<file path="src/rtl/lcd_scan_pkg.sv">
`timescale 1ns/1ps
package lcd_scan_pkg;
    localparam int unsigned LCD_ROWS = 32;
    localparam int unsigned SCROLL_W = $clog2(LCD_ROWS);

    typedef enum logic [1:0] {
        ST_OFF  = 2'd0,
        ST_ROWS = 2'd1,
        ST_ICON = 2'd2
    } scan_state_t;

    typedef struct packed {
        logic                fast;
        logic [1:0]          duty;
        logic                icon;
        logic                rrev;
        logic                crev;
        logic [SCROLL_W-1:0] scroll;
    } scan_cfg_t;
endpackage

</file>
<file path="src/rtl/lcd_scan_slot.sv">
`timescale 1ns/1ps
module lcd_scan_slot #(
    parameter int CNT_W = 10
) (
    input  logic             clk,
    input  logic             rst_n,
    input  logic             clear,
    input  logic             tick,
    input  logic [CNT_W-1:0] slot_len,
    output logic             slot_last
);
    logic [CNT_W-1:0] cnt_q;

    assign slot_last = (cnt_q == slot_len - CNT_W'(1));

    always_ff @(posedge clk or negedge rst_n) begin
        if (!rst_n) begin
            cnt_q <= '0;
        end else if (clear) begin
            cnt_q <= '0;
        end else if (tick) begin
            cnt_q <= slot_last ? '0 : cnt_q + CNT_W'(1);
        end
    end
endmodule

</file>
<file path="src/rtl/lcd_scan_rowmap.sv">
`timescale 1ns/1ps
module lcd_scan_rowmap #(
    parameter int NROW = 32,
    parameter int SW   = $clog2(NROW),
    parameter int AW   = $clog2(NROW + 1)
) (
    input  logic [AW-1:0] com_idx,
    input  logic          rrev,
    input  logic [SW-1:0] scroll,
    output logic [AW-1:0] row_addr
);
    logic [SW-1:0] line;
    logic [SW-1:0] shifted;

    // Mirror first (31-k equals bitwise inverse for a power-of-two row count), then scroll.
    assign line     = rrev ? ~com_idx[SW-1:0] : com_idx[SW-1:0];
    assign shifted  = line + scroll;
    assign row_addr = (com_idx == AW'(NROW)) ? AW'(NROW) : AW'(shifted);
endmodule

</file>
<file path="src/rtl/lcd_scan_colmap.sv">
`timescale 1ns/1ps
module lcd_scan_colmap #(
    parameter int NSEG = 120
) (
    input  logic [NSEG-1:0] din,
    input  logic            rev,
    input  logic            blank,
    output logic [NSEG-1:0] dout
);
    for (genvar c = 0; c < NSEG; c++) begin : g_col
        assign dout[c] = !blank && (rev ? din[NSEG-1-c] : din[c]);
    end
endmodule

</file>
<file path="src/rtl/lcd_scan_seq.sv">
`timescale 1ns/1ps
module lcd_scan_seq
    import lcd_scan_pkg::*;
#(
    parameter int NSEG       = 120,
    parameter int SLOW_FRAME = 576,
    parameter int FAST_FRAME = 768
) (
    input  logic                          clk,
    input  logic                          rst_n,
    input  logic                          tick,
    input  logic                          disp_on,
    input  logic                          fast_clk,
    input  logic [1:0]                    duty_sel,
    input  logic                          icon_only,
    input  logic                          row_rev,
    input  logic                          col_rev,
    input  logic [SCROLL_W-1:0]           scroll,
    output logic [$clog2(LCD_ROWS+1)-1:0] ram_row,
    input  logic [NSEG-1:0]               ram_data,
    output logic [LCD_ROWS:0]             com_sel,
    output logic [NSEG-1:0]               seg_out,
    output logic                          frame_pol
);
    localparam int NROW   = LCD_ROWS;
    localparam int AW     = $clog2(NROW + 1);
    localparam int MAXF   = (FAST_FRAME > SLOW_FRAME) ? FAST_FRAME : SLOW_FRAME;
    localparam int CNT_W  = $clog2(MAXF + 1);
    localparam int SL_16  = SLOW_FRAME / (NROW / 2);
    localparam int SL_32  = SLOW_FRAME / NROW;
    localparam int SL_33  = SLOW_FRAME / (NROW + 1);
    localparam int FS_16  = FAST_FRAME / (NROW / 2);
    localparam int FS_32  = FAST_FRAME / NROW;
    localparam int FS_33  = FAST_FRAME / (NROW + 1);

    scan_state_t      state_q, state_d;
    logic [AW-1:0]    com_q, com_d;
    logic             pol_q, pol_d;
    scan_cfg_t        cfg_q, cfg_d, cfg_in;
    logic             frame_end;
    logic             slot_last;
    logic [CNT_W-1:0] slot_len;
    logic [AW-1:0]    last_main;
    logic             blank;
    logic             seg_rev;

    always_comb begin
        cfg_in.fast   = fast_clk;
        cfg_in.duty   = duty_sel;
        cfg_in.icon   = icon_only;
        cfg_in.rrev   = row_rev;
        cfg_in.crev   = col_rev;
        cfg_in.scroll = scroll;
    end

    // Slot length from the shadowed configuration.
    always_comb begin
        if (cfg_q.icon) begin
            slot_len = cfg_q.fast ? CNT_W'(FAST_FRAME) : CNT_W'(SLOW_FRAME);
        end else begin
            unique case (cfg_q.duty)
                2'b01:   slot_len = cfg_q.fast ? CNT_W'(FS_16) : CNT_W'(SL_16);
                2'b00:   slot_len = cfg_q.fast ? CNT_W'(FS_32) : CNT_W'(SL_32);
                default: slot_len = cfg_q.fast ? CNT_W'(FS_33) : CNT_W'(SL_33);
            endcase
        end
    end

    assign last_main = (cfg_q.duty == 2'b01) ? AW'(NROW / 2 - 1) : AW'(NROW - 1);

    lcd_scan_slot #(.CNT_W(CNT_W)) u_slot (
        .clk       (clk),
        .rst_n     (rst_n),
        .clear     (state_q == ST_OFF),
        .tick      (tick),
        .slot_len  (slot_len),
        .slot_last (slot_last)
    );

    // Next-state logic: start, advance, to_icon, frame_wrap, stop.
    always_comb begin
        state_d   = state_q;
        com_d     = com_q;
        pol_d     = pol_q;
        cfg_d     = cfg_q;
        frame_end = 1'b0;
        unique case (state_q)
            ST_OFF: begin
                pol_d = 1'b0;
                com_d = '0;
                if (disp_on && tick) begin
                    cfg_d   = cfg_in;
                    state_d = cfg_in.icon ? ST_ICON : ST_ROWS;
                    com_d   = cfg_in.icon ? AW'(NROW) : '0;
                end
            end
            ST_ROWS: begin
                if (tick && slot_last) begin
                    if (com_q == last_main) begin
                        if (cfg_q.duty[1]) begin
                            state_d = ST_ICON;
                            com_d   = AW'(NROW);
                        end else begin
                            frame_end = 1'b1;
                        end
                    end else begin
                        com_d = com_q + AW'(1);
                    end
                end
            end
            ST_ICON: begin
                if (tick && slot_last) frame_end = 1'b1;
            end
            default: state_d = ST_OFF;
        endcase
        if (frame_end) begin
            cfg_d   = cfg_in;
            pol_d   = ~pol_q;
            state_d = cfg_in.icon ? ST_ICON : ST_ROWS;
            com_d   = cfg_in.icon ? AW'(NROW) : '0;
        end
        if (!disp_on) begin
            state_d = ST_OFF;
            com_d   = '0;
            pol_d   = 1'b0;
        end
    end

    // State register.
    always_ff @(posedge clk or negedge rst_n) begin
        if (!rst_n) begin
            state_q <= ST_OFF;
            com_q   <= '0;
            pol_q   <= 1'b0;
            cfg_q   <= '0;
        end else begin
            state_q <= state_d;
            com_q   <= com_d;
            pol_q   <= pol_d;
            cfg_q   <= cfg_d;
        end
    end

    // Outputs.
    always_comb begin
        com_sel = '0;
        if (state_q != ST_OFF) com_sel[com_q] = 1'b1;
        blank     = (state_q == ST_OFF);
        seg_rev   = cfg_q.crev && (com_q != AW'(NROW));
        frame_pol = pol_q;
    end

    lcd_scan_rowmap #(.NROW(NROW)) u_rowmap (
        .com_idx  (com_q),
        .rrev     (cfg_q.rrev),
        .scroll   (cfg_q.scroll),
        .row_addr (ram_row)
    );

    lcd_scan_colmap #(.NSEG(NSEG)) u_colmap (
        .din   (ram_data),
        .rev   (seg_rev),
        .blank (blank),
        .dout  (seg_out)
    );
endmodule

</file>
<file path="config.mk">
export PLATFORM = sky130hd
export DESIGN_NAME = lcd_scan_seq
export DESIGN_NICKNAME = d
export VERILOG_FILES = /design/src/rtl/lcd_scan_pkg.sv /design/src/rtl/lcd_scan_slot.sv /design/src/rtl/lcd_scan_rowmap.sv /design/src/rtl/lcd_scan_colmap.sv /design/src/rtl/lcd_scan_seq.sv
export SDC_FILE = /design/constraint.sdc
export NUM_CORES = 1
export LEC_CHECK = 0
export CORE_AREA = 2 2 116 118
export DETAILED_ROUTE_END_ITERATION = 8
export DIE_AREA = 0 0 118 120
export GPL_TIMING_DRIVEN = 0
export PLACE_DENSITY_LB_ADDON = 0.12
export RECOVER_POWER = 50
export SLEW_MARGIN = 20
export SYNTH_ARGS = -nofsm -noshare
export SYNTH_HDL_FRONTEND = slang
export SYNTH_SLANG_ARGS = --single-unit
</file>
<file path="constraint.sdc">
create_clock -name clk -period 6.2 [get_ports clk]
set_input_delay 1.24 -clock clk [delete_from_list [all_inputs] [get_ports clk]]
set_output_delay 1.24 -clock clk [all_outputs]
set_load 0.1 [all_outputs]
</file>
## After elaboration in Yosys (flattened, before gate mapping)

Cells that the tools add are included.

| word-level totals | value |
|---|---|
| register bits | 30 |
| output and inout port bits | 160 |
| RAM bits | 0 |
| latch bits | 0 |
| memories kept | 0 |
| logic and storage cells | 329 |
| bits in read-only memories | 0 |

| operators by class | value |
|---|---|
| multiply operators | 0 |
| reductions and logical operators | 134 |
| $add $sub $neg | 4 |
| shift operators | 0 |
| div/mod/pow operators | 0 |
| bitwise operators | 2 |
| multiplexer cells | 162 |
| $lt $le $gt $ge | 2 |
| equality and inequality tests | 15 |

Operators with widths:

| operator | count |
|---|---|
| 1-bit two-way mux | 128 |
| 1-bit logical AND | 124 |
| 6-bit two-way mux | 8 |
| 10-bit two-way mux | 4 |
| 11-bit two-way mux | 3 |
| 33-bit two-way mux | 1 |
| 6-bit one-hot mux with 2 select lines | 2 |
| 4-bit != test, second input constant | 4 |
| 5-bit two-way mux | 3 |
| 2-bit two-way mux | 7 |
| 10-bit by 1-bit adder with 10-bit output, second input constant | 1 |
| 10-bit equality test | 1 |
| 10-bit by 1-bit subtractor with 10-bit output, second input constant | 1 |
| 9-bit two-way mux | 1 |
| 2-bit nonzero test | 4 |
| 6-bit by 7-bit < comparator with 1-bit output, second input constant | 1 |
| 6-bit by 1-bit adder with 6-bit output, second input constant | 1 |
| 1-bit demux with 6-bit select | 1 |
| 6-bit by 5-bit equality test with 1-bit output | 1 |
| 6-bit equality test, second input constant | 1 |
| 6-bit by 1-bit >= comparator with 1-bit output, second input constant | 1 |
| 6-bit != test, second input constant | 1 |
| 2-bit one-hot mux with 3 select lines | 1 |
| 5-bit adder | 1 |
| other kinds (16) | 18 |

## Logic depth before layout (Yosys ltp)

Gate-level depths: netlist (run 1).

| logic depth | value |
|---|---|
| word-level depth | 10 |
| gate-level depth with buffers | 14 |
| mapped depth without buffers | 12 |

## Hierarchy

From an unflattened synthesis (run 1), not the netlist that was laid out.

| second synthesis, totals | value |
|---|---|
| cells, all modules | 585 |
| area, all modules | 4,690.7 µm² |

Modules (own cells, without submodules):

| module | sequential area each (µm²) | times used | area an instance (µm²) | cells an instance |
|---|---|---|---|---|
| lcd_scan_colmap | 0.0 | 1 | 1,944.4 | 267 |
| lcd_scan_seq | 500.5 | 1 | 1,555.2 | 186 |
| lcd_scan_slot | 250.2 | 1 | 943.4 | 101 |
| lcd_scan_rowmap | 0.0 | 1 | 247.7 | 31 |

## Worst setup path before layout (run 1)

No wires, ideal clock.

| timing | value |
|---|---|
| kind | reg-to-output |
| start point | register com_q[0] |
| end point | output seg_out[0] |
| cell stages (with the launch flop) | 10 |
| data required time | 4.960 ns |
| path slack | 1.667 ns |
| buffers on the path | 3 |
| arrival | 3.293 ns |
| path through | dfrtp_1 > clkbuf_1 > inv_1 > ha_1 > nand4b_1 > and2_1 > clkbuf_1 > clkbuf_1 > nand2_1 > a21oi_1 |

| between the ends | value |
|---|---|
| cells in the longest elaborated chain, start to end | 4 |

RTL lines:

| what | RTL line | text |
|---|---|---|
| start, declared | lcd_scan_seq.sv:37 | `logic [AW-1:0] com_q, com_d;` |
| start signal, assigned | lcd_scan_seq.sv:138 | `com_q <= com_d;` |
| 6-bit != test | lcd_scan_seq.sv:149 | `seg_rev = cfg_q.crev && (com_q != AW'(NROW));` |
| 1-bit logical AND | lcd_scan_seq.sv:149 |  |
| 1-bit two-way mux | lcd_scan_colmap.sv:11 | `assign dout[c] = !blank && (rev ? din[NSEG-1-c] : din[c]);` |
| 1-bit logical AND | lcd_scan_colmap.sv:11 |  |
| end, declared | lcd_scan_seq.sv:22 | `output logic [NSEG-1:0] seg_out,` |

Every way passes these cells.

## Final worst setup path (run 1)

| timing | value |
|---|---|
| start point | register com_q[0] |
| end point | output seg_out[80] |

Same word-level chain as after synthesis.

==> results of run 1 <==
==> worst min path at each step <==
stage,start,end,cells past startpoint
final,cfg_q[3],cfg_q[3],1
after global routing,cfg_q[3],cfg_q[3],1
after CTS,u_slot.cnt_q[7],u_slot.cnt_q[7],1
after detailed placement,u_slot.cnt_q[7],u_slot.cnt_q[7],1
after global placement,u_slot.cnt_q[7],u_slot.cnt_q[7],1
after floorplan,u_slot.cnt_q[7],u_slot.cnt_q[7],1
==> per-stage QoR <==
step | hold WS (ns) | setup slack [ns] | utilization [%] | cells
floorplan | 0.4633 | 1.667 | - | 685
finish | 0.5025 | 0.7583 | 56.17 | 1163
global placement | 0.5030 | 1.068 | 56.01 | 1155
detailed placement | 0.5084 | 1.015 | 55.97 | 1155
CTS | 0.5151 | 0.6969 | 57.10 | 1163
global route | 0.5154 | 0.4212 | 56.17 | 1163
==> cells in the mapped netlist, types with 2 or more instances <==
cell type  number
o21ai_1         6
o31ai_1         3
and2_1          5
clkbuf_1       48
buf_6           3
nor3_1          4
nor2_1         56
o31ai_4         2
a21oi_1       128
nand2_1       262
o31ai_2         3
nor2_2          3
dfrtp_1        30
buf_1           2
a211oi_1        2
or3b_2          2
and3_1          3
xnor2_1         6
o21ai_0        19
mux2_1          2
nand4_1         3
mux2_4         10
nand3_1         7
nor2b_1         7
ha_1           11
buf_2           3
a21o_1          2
nand4b_1        3
nand2b_1        8
xor2_1          8
inv_1          10
==> state kept, by name (all words and copies together), names as in the netlist <==
signal and cells:
cfg_q 11, com_q 6, frame_pol 1, state_q 2, u_slot.cnt_q 10
==> metal layers <==
| metal | vias to the layer above | routed length, µm | GRT usage, % |
|---|---|---|---|
| li1 | 2852 | - | - |
| met1 | 2686 | 8700 | 35.65 |
| met2 | 273 | 9164 | 43.79 |
| met3 | 39 | 1705 | 7.937 |
| met4 | 0 | 444 | 5.572 |
| met5 | - | 0 | 0 |
==> logic make-up after synthesis <==
| kind of cell | Yosys count | synth area share (%) |
|---|---|---|
| AOI/OAI and AO/OA | 173 | 23.86 |
| xor gates and xnor gates | 15 | 3.382 |
| adders and majority gates | 12 | 3.839 |
| buffers and inverters | 67 | 6.856 |
| DFF | 30 | 18.28 |
| muxes | 13 | 4.479 |
| and+or+nand+nor | 375 | 39.31 |
==> layout make-up <==
class,count,area (µm²)
Buffer,57,227.7
Multi-Input combinational cell,588,2970
Clock inverter,1,5.005
Tap cell,176,220.2
Sequential cell,30,750.7
Timing Repair Buffer,294,2937
Clock buffer,7,142.6
Fill cell,1320,5689
Inverter,10,37.54
==> cell usage in the layout, fill, tap and decap left out, types with 2 or more instances in the layout <==
master,n
a211oi_1,2
a21o_1,2
a21oi_1,128
and2_1,5
and3_1,3
buf_1,2
buf_2,2
clkbuf_1,53
clkbuf_16,5
clkdlybuf4s50_1,243
dfrtp_1,30
dlygate4sd3_1,50
ha_1,11
inv_1,10
mux2_1,11
nand2_1,262
nand2b_1,9
nand3_1,7
nand3b_1,2
nand4_1,3
nand4b_1,4
nor2_1,58
nor2_2,2
nor2b_1,7
nor3_1,4
o21ai_0,20
o21ai_1,5
o21bai_1,2
o31ai_1,5
o31ai_2,2
or3b_2,2
xnor2_1,6
xor2_1,8
==> impl_metrics.json, run 1 <==
{
  "status": "finished, violations left",
  "violations": "max-capacitance violations, max-slew violations",
  "cts_sinks": 30,
  "synth_nets": 832,
  "yosys_warnings": 0,
  "htree_levels": 2,
  "drt_iter0_markers": 428,
  "final_max_slew_viol_count": 31,
  "r2r_slack_ns": 2.55,
  "viasPerCell": 5.030,
  "start_util_pct": 31.64,
  "cp.required_ns": 4.96,
  "startpoint": "com_q[0]",
  "critPathKind": "flop to output pin",
  "finalWirelength_um": 20020,
  "post_cts_buffers": 0,
  "cpPeakStageDelay_ns": 1.27,
  "cp-start-kind": "flop",
  "synth.area.top_cells": "nand2_1 (24%), dfrtp_1 (18%), a21oi_1 (16%)",
  "routedWlPerCell_um": 17.21,
  "final_antenna_net_count": 0,
  "cp_num_buf_inv": 5,
  "vias": 5850,
  "place_hpwl_um": 15890,
  "post-route-period-util_pct": 87.77,
  "cpMostUsedCell": "clkbuf_1",
  "grt_max_degree": 31,
  "stdcell_area_mm2": 0.007291,
  "crit_slowest_cell": "clkdlybuf4s50_1",
  "io_pins": 295,
  "clock_path_buffers": 2,
  "tns_ns": 0,
  "root_buffer": "clkbuf_16",
  "core-area_mm2": 0.01298,
  "synth.cell_area_mm2": 0.004106,
  "grt_setup_unrepaired": "false",
  "chipHeight_um": 120,
  "crit_fanout": 10,
  "rows": 42,
  "worst_slew_margin_rel_pct": -10.08,
  "synth_edf_count": 0,
  "hold_viol": 0,
  "grt_pass1_vias": 5413,
  "numCtsBuffers": 5,
  "diodes": 0,
  "reg2reg_to": "com_q[3]",
  "overflow": 0,
  "dr.pass1.iters": 5,
  "maxCapViolations": 1,
  "fmax_ghz": 0.1838,
  "gp_congestion": 0.8235,
  "end_kind": "output pin",
  "async_flop_share_pct": 100.0,
  "syn_avg_cell_area_um2": 5.995,
  "clk_latency_ns": 0.27,
  "synth_top_area_cell": "nand2_1",
  "cp-endpoint": "seg_out[80]",
  "cp_top_family": "buffers and inverters",
  "grt_pass1_wl_um": 30770,
  "cts_tree": "built",
  "path_clk_slew_ns": 0.05,
  "synth_cell_types": 55,
  "ys.flop_type": "dfrtp_1",
  "crit_cells": 10,
  "numPortBuffers": 294,
  "drcViolationCount": 0,
  "setup_viol": 0,
  "area_delta_synth_final_pct": 77.54,
  "grt.total_usage_pct": 26.98,
  "place_area_mm2": 0.007264,
  "hp-class": "flop to flop",
  "worst_slew_pin_slew_ns": 1.651,
  "fin_skew_ns": 0.001555,
  "ctsHoldBuffers": 0,
  "layout-drive-gt1-share_pct": 2.432,
  "synth_seq_cells": 30,
  "die_area_mm2": 0.01416,
  "nNetsFinal": 1133,
  "ys_seq_area_share_pct": 18.28,
  "syn_inst": 685,
  "cp.arrival_ns": 4.20,
  "cts_resized": 0,
  "antenna_found_initial": 0,
  "min_period_ns": 5.442,
  "cp_cell_sequence": "clkbuf_1, inv_1, ha_1, nand4b_1, and2_1, clkbuf_1, clkbuf_1, nand2_1, a21oi_1, clkdlybuf4s50_1",
  "r2r_start": "cfg_q[10]",
  "die_w_um": 118,
  "worst-r2r-cell-count": 13,
  "synth_top_area_share_pct": 23.95
}
Power of run 1 is left out: the tool's default activity adds up to more than one toggle a clock period on the data nets, which glitch-free logic cannot reach.
==> run 2, diff against run 1 <==
--- a/constraint.sdc
+++ b/constraint.sdc
@@ -3,2 +3,2 @@
 set_output_delay 1.24 -clock clk [all_outputs]
-set_load 0.1 [all_outputs]
+set_load 0.01 [all_outputs]
==> impl_metrics.json, run 2 (synthesis results as in run 1) <==
{
  "status": "finished, violations left",
  "violations": "max-capacitance violations, max-slew violations",
  "p_int_mw": 1.695,
  "critPathKind": "flop to output pin",
  "tns_ns": 0,
  "power_switching_mw": 1.697,
  "seq_power_share_pct": 8.7,
  "min_period_ns": 4.878,
  "area_delta_synth_final_pct": 77.54,
  "io_pins": 295,
  "cp-start-kind": "flop",
  "pwr-share-comb_pct": 84.1,
  "grt.total_usage_pct": 26.98,
  "drcViolationCount": 0,
  "worst_slew_margin_rel_pct": -9.857,
  "diodes": 0,
  "antenna_found_initial": 0,
  "setup_viol": 0,
  "end_kind": "output pin",
  "holdWs_ns": 0.5025,
  "final_antenna_net_count": 0,
  "numPortBuffers": 294,
  "largest_reg_flops": 11,
  "cp.arrival_ns": 3.64,
  "grt_max_degree": 31,
  "viasPerCell": 5.023,
  "finalWirelength_um": 20020,
  "maxCapViolations": 1,
  "ctsHoldBuffers": 0,
  "chipHeight_um": 120,
  "worst-r2r-cell-count": 13,
  "dr.pass1.iters": 5,
  "p_sw_share_pct": 50.02,
  "grt_pass1_wl_um": 30770,
  "final_max_slew_viol_count": 31,
  "overflow": 0,
  "ir_worst_vdd_mv": 0.4320,
  "start_util_pct": 31.64,
  "place_hpwl_um": 15890,
  "layout.cells.non_filler": 1163,
  "nNetsFinal": 1133,
  "gp_congestion": 0.8235,
  "routedWlPerCell_um": 17.21,
  "vias": 5842,
  "root_buffer": "clkbuf_16",
  "path_clk_slew_ns": 0.05,
  "fin_skew_ns": 0.001555,
  "clock_path_buffers": 2,
  "drt_iter0_markers": 428,
  "fmax_ghz": 0.2050,
  "clkPwrFrac_pct": 7.2,
  "mostFrequentLayoutCell": "nand2_1",
  "layout-drive-gt1-share_pct": 2.432,
  "grt_setup_unrepaired": "false",
  "hold_viol": 0,
  "cts_resized": 0,
  "numCtsBuffers": 5,
  "post-route-period-util_pct": 78.67,
  "crit_fanout": 10,
  "powerDensity_mw_per_mm2": 465.3,
  "fin_ws_ns": 1.322,
  "holdPathStages": 1,
  "rows": 42,
  "htree_levels": 2,
  "die_w_um": 118,
  "die_area_mm2": 0.01416,
  "hp-class": "flop to flop",
  "cts_tree": "built",
  "core-area_mm2": 0.01298,
  "mostFrequentLayoutCells": "nand2_1 (262), clkdlybuf4s50_1 (244), a21oi_1 (128)",
  "largest_registers": "cfg_q (11), u_slot.cnt_q (10), com_q (6)",
  "clk_latency_ns": 0.27,
  "dp_cells": 1155,
  "grt_pass1_vias": 5413,
  "max_flop_register": "cfg_q",
  "dp_slack_ns": 1.613,
  "worst_slew_pin_slew_ns": 1.648,
  "cp.required_ns": 4.96,
  "leakage_nw": 3.061,
  "cts_sinks": 30,
  "post_cts_buffers": 0
}
run 2: cell type report:
class	count	area (µm²)
clock inverters	1	5.005
flip-flops and latches	30	750.7
multi-input cells	588	2970
fillers	1320	5689
clock buffers	7	142.6
well taps	176	220.2
repair buffers	294	2937
plain buffers	57	227.7
inverters	10	37.54
run 2: power by group through the flow:
| stage | logic, mW | registers, mW | clock network [mW] |
|---|---|---|---|
| after floorplan | 1.51 | 0.283 | 0 |
| after global placement | 2.94 | 0.299 | 0 |
| after detailed placement | 2.93 | 0.299 | 0 |
| after CTS | 2.96 | 0.297 | 0.248 |
| after global routing | 3.10 | 0.303 | 0.260 |
| final | 2.85 | 0.295 | 0.245 |
run 2: path summary, 6_finish.rpt:
path | to | slack [ns] | from
max reg2reg | com_q[3] | 2.55 | cfg_q[10]
min reg2reg | cfg_q[3] | 0.50 | cfg_q[3]
min | cfg_q[3] | 0.50 | cfg_q[3]
max in group asynchronous | u_slot.cnt_q[8] | 3.86 | rst_n
max | seg_out[80] | 1.32 | com_q[0]
min in group asynchronous | cfg_q[0] | 1.38 | rst_n
run 2: through the flow:
stage               instance area, µm²  util, %  power (mW)
global route                      7291    56.17       3.665
floorplan                         4106        -       1.795
detailed placement                7264    55.97       3.231
finish                            7291    56.17       3.392
CTS                               7412    57.10       3.506
global placement                  7269    56.01       3.237
run 2: per-layer routing:
metal / vias to the layer above / global-route usage [%] / part of all wire (%)
met5: - / 0 / 0
met4: 0 / 5.572 / 2.2
met3: 39 / 7.937 / 8.4
met2: 265 / 43.79 / 46
met1: 2686 / 35.65 / 44
li1: 2852 / - / -
run 2: worst max-delay path: stages (launching register included):
cell and delay, ns:
dfrtp_1 0.34, clkbuf_1 0.37, inv_1 0.12, ha_1 0.22
nand4b_1 0.19, and2_0 0.25, clkbuf_1 0.41, clkbuf_1 0.45
nand2_1 0.11, a21oi_1 0.21, clkdlybuf4s50_1 0.68
Power figures use the tool's default switching activity.
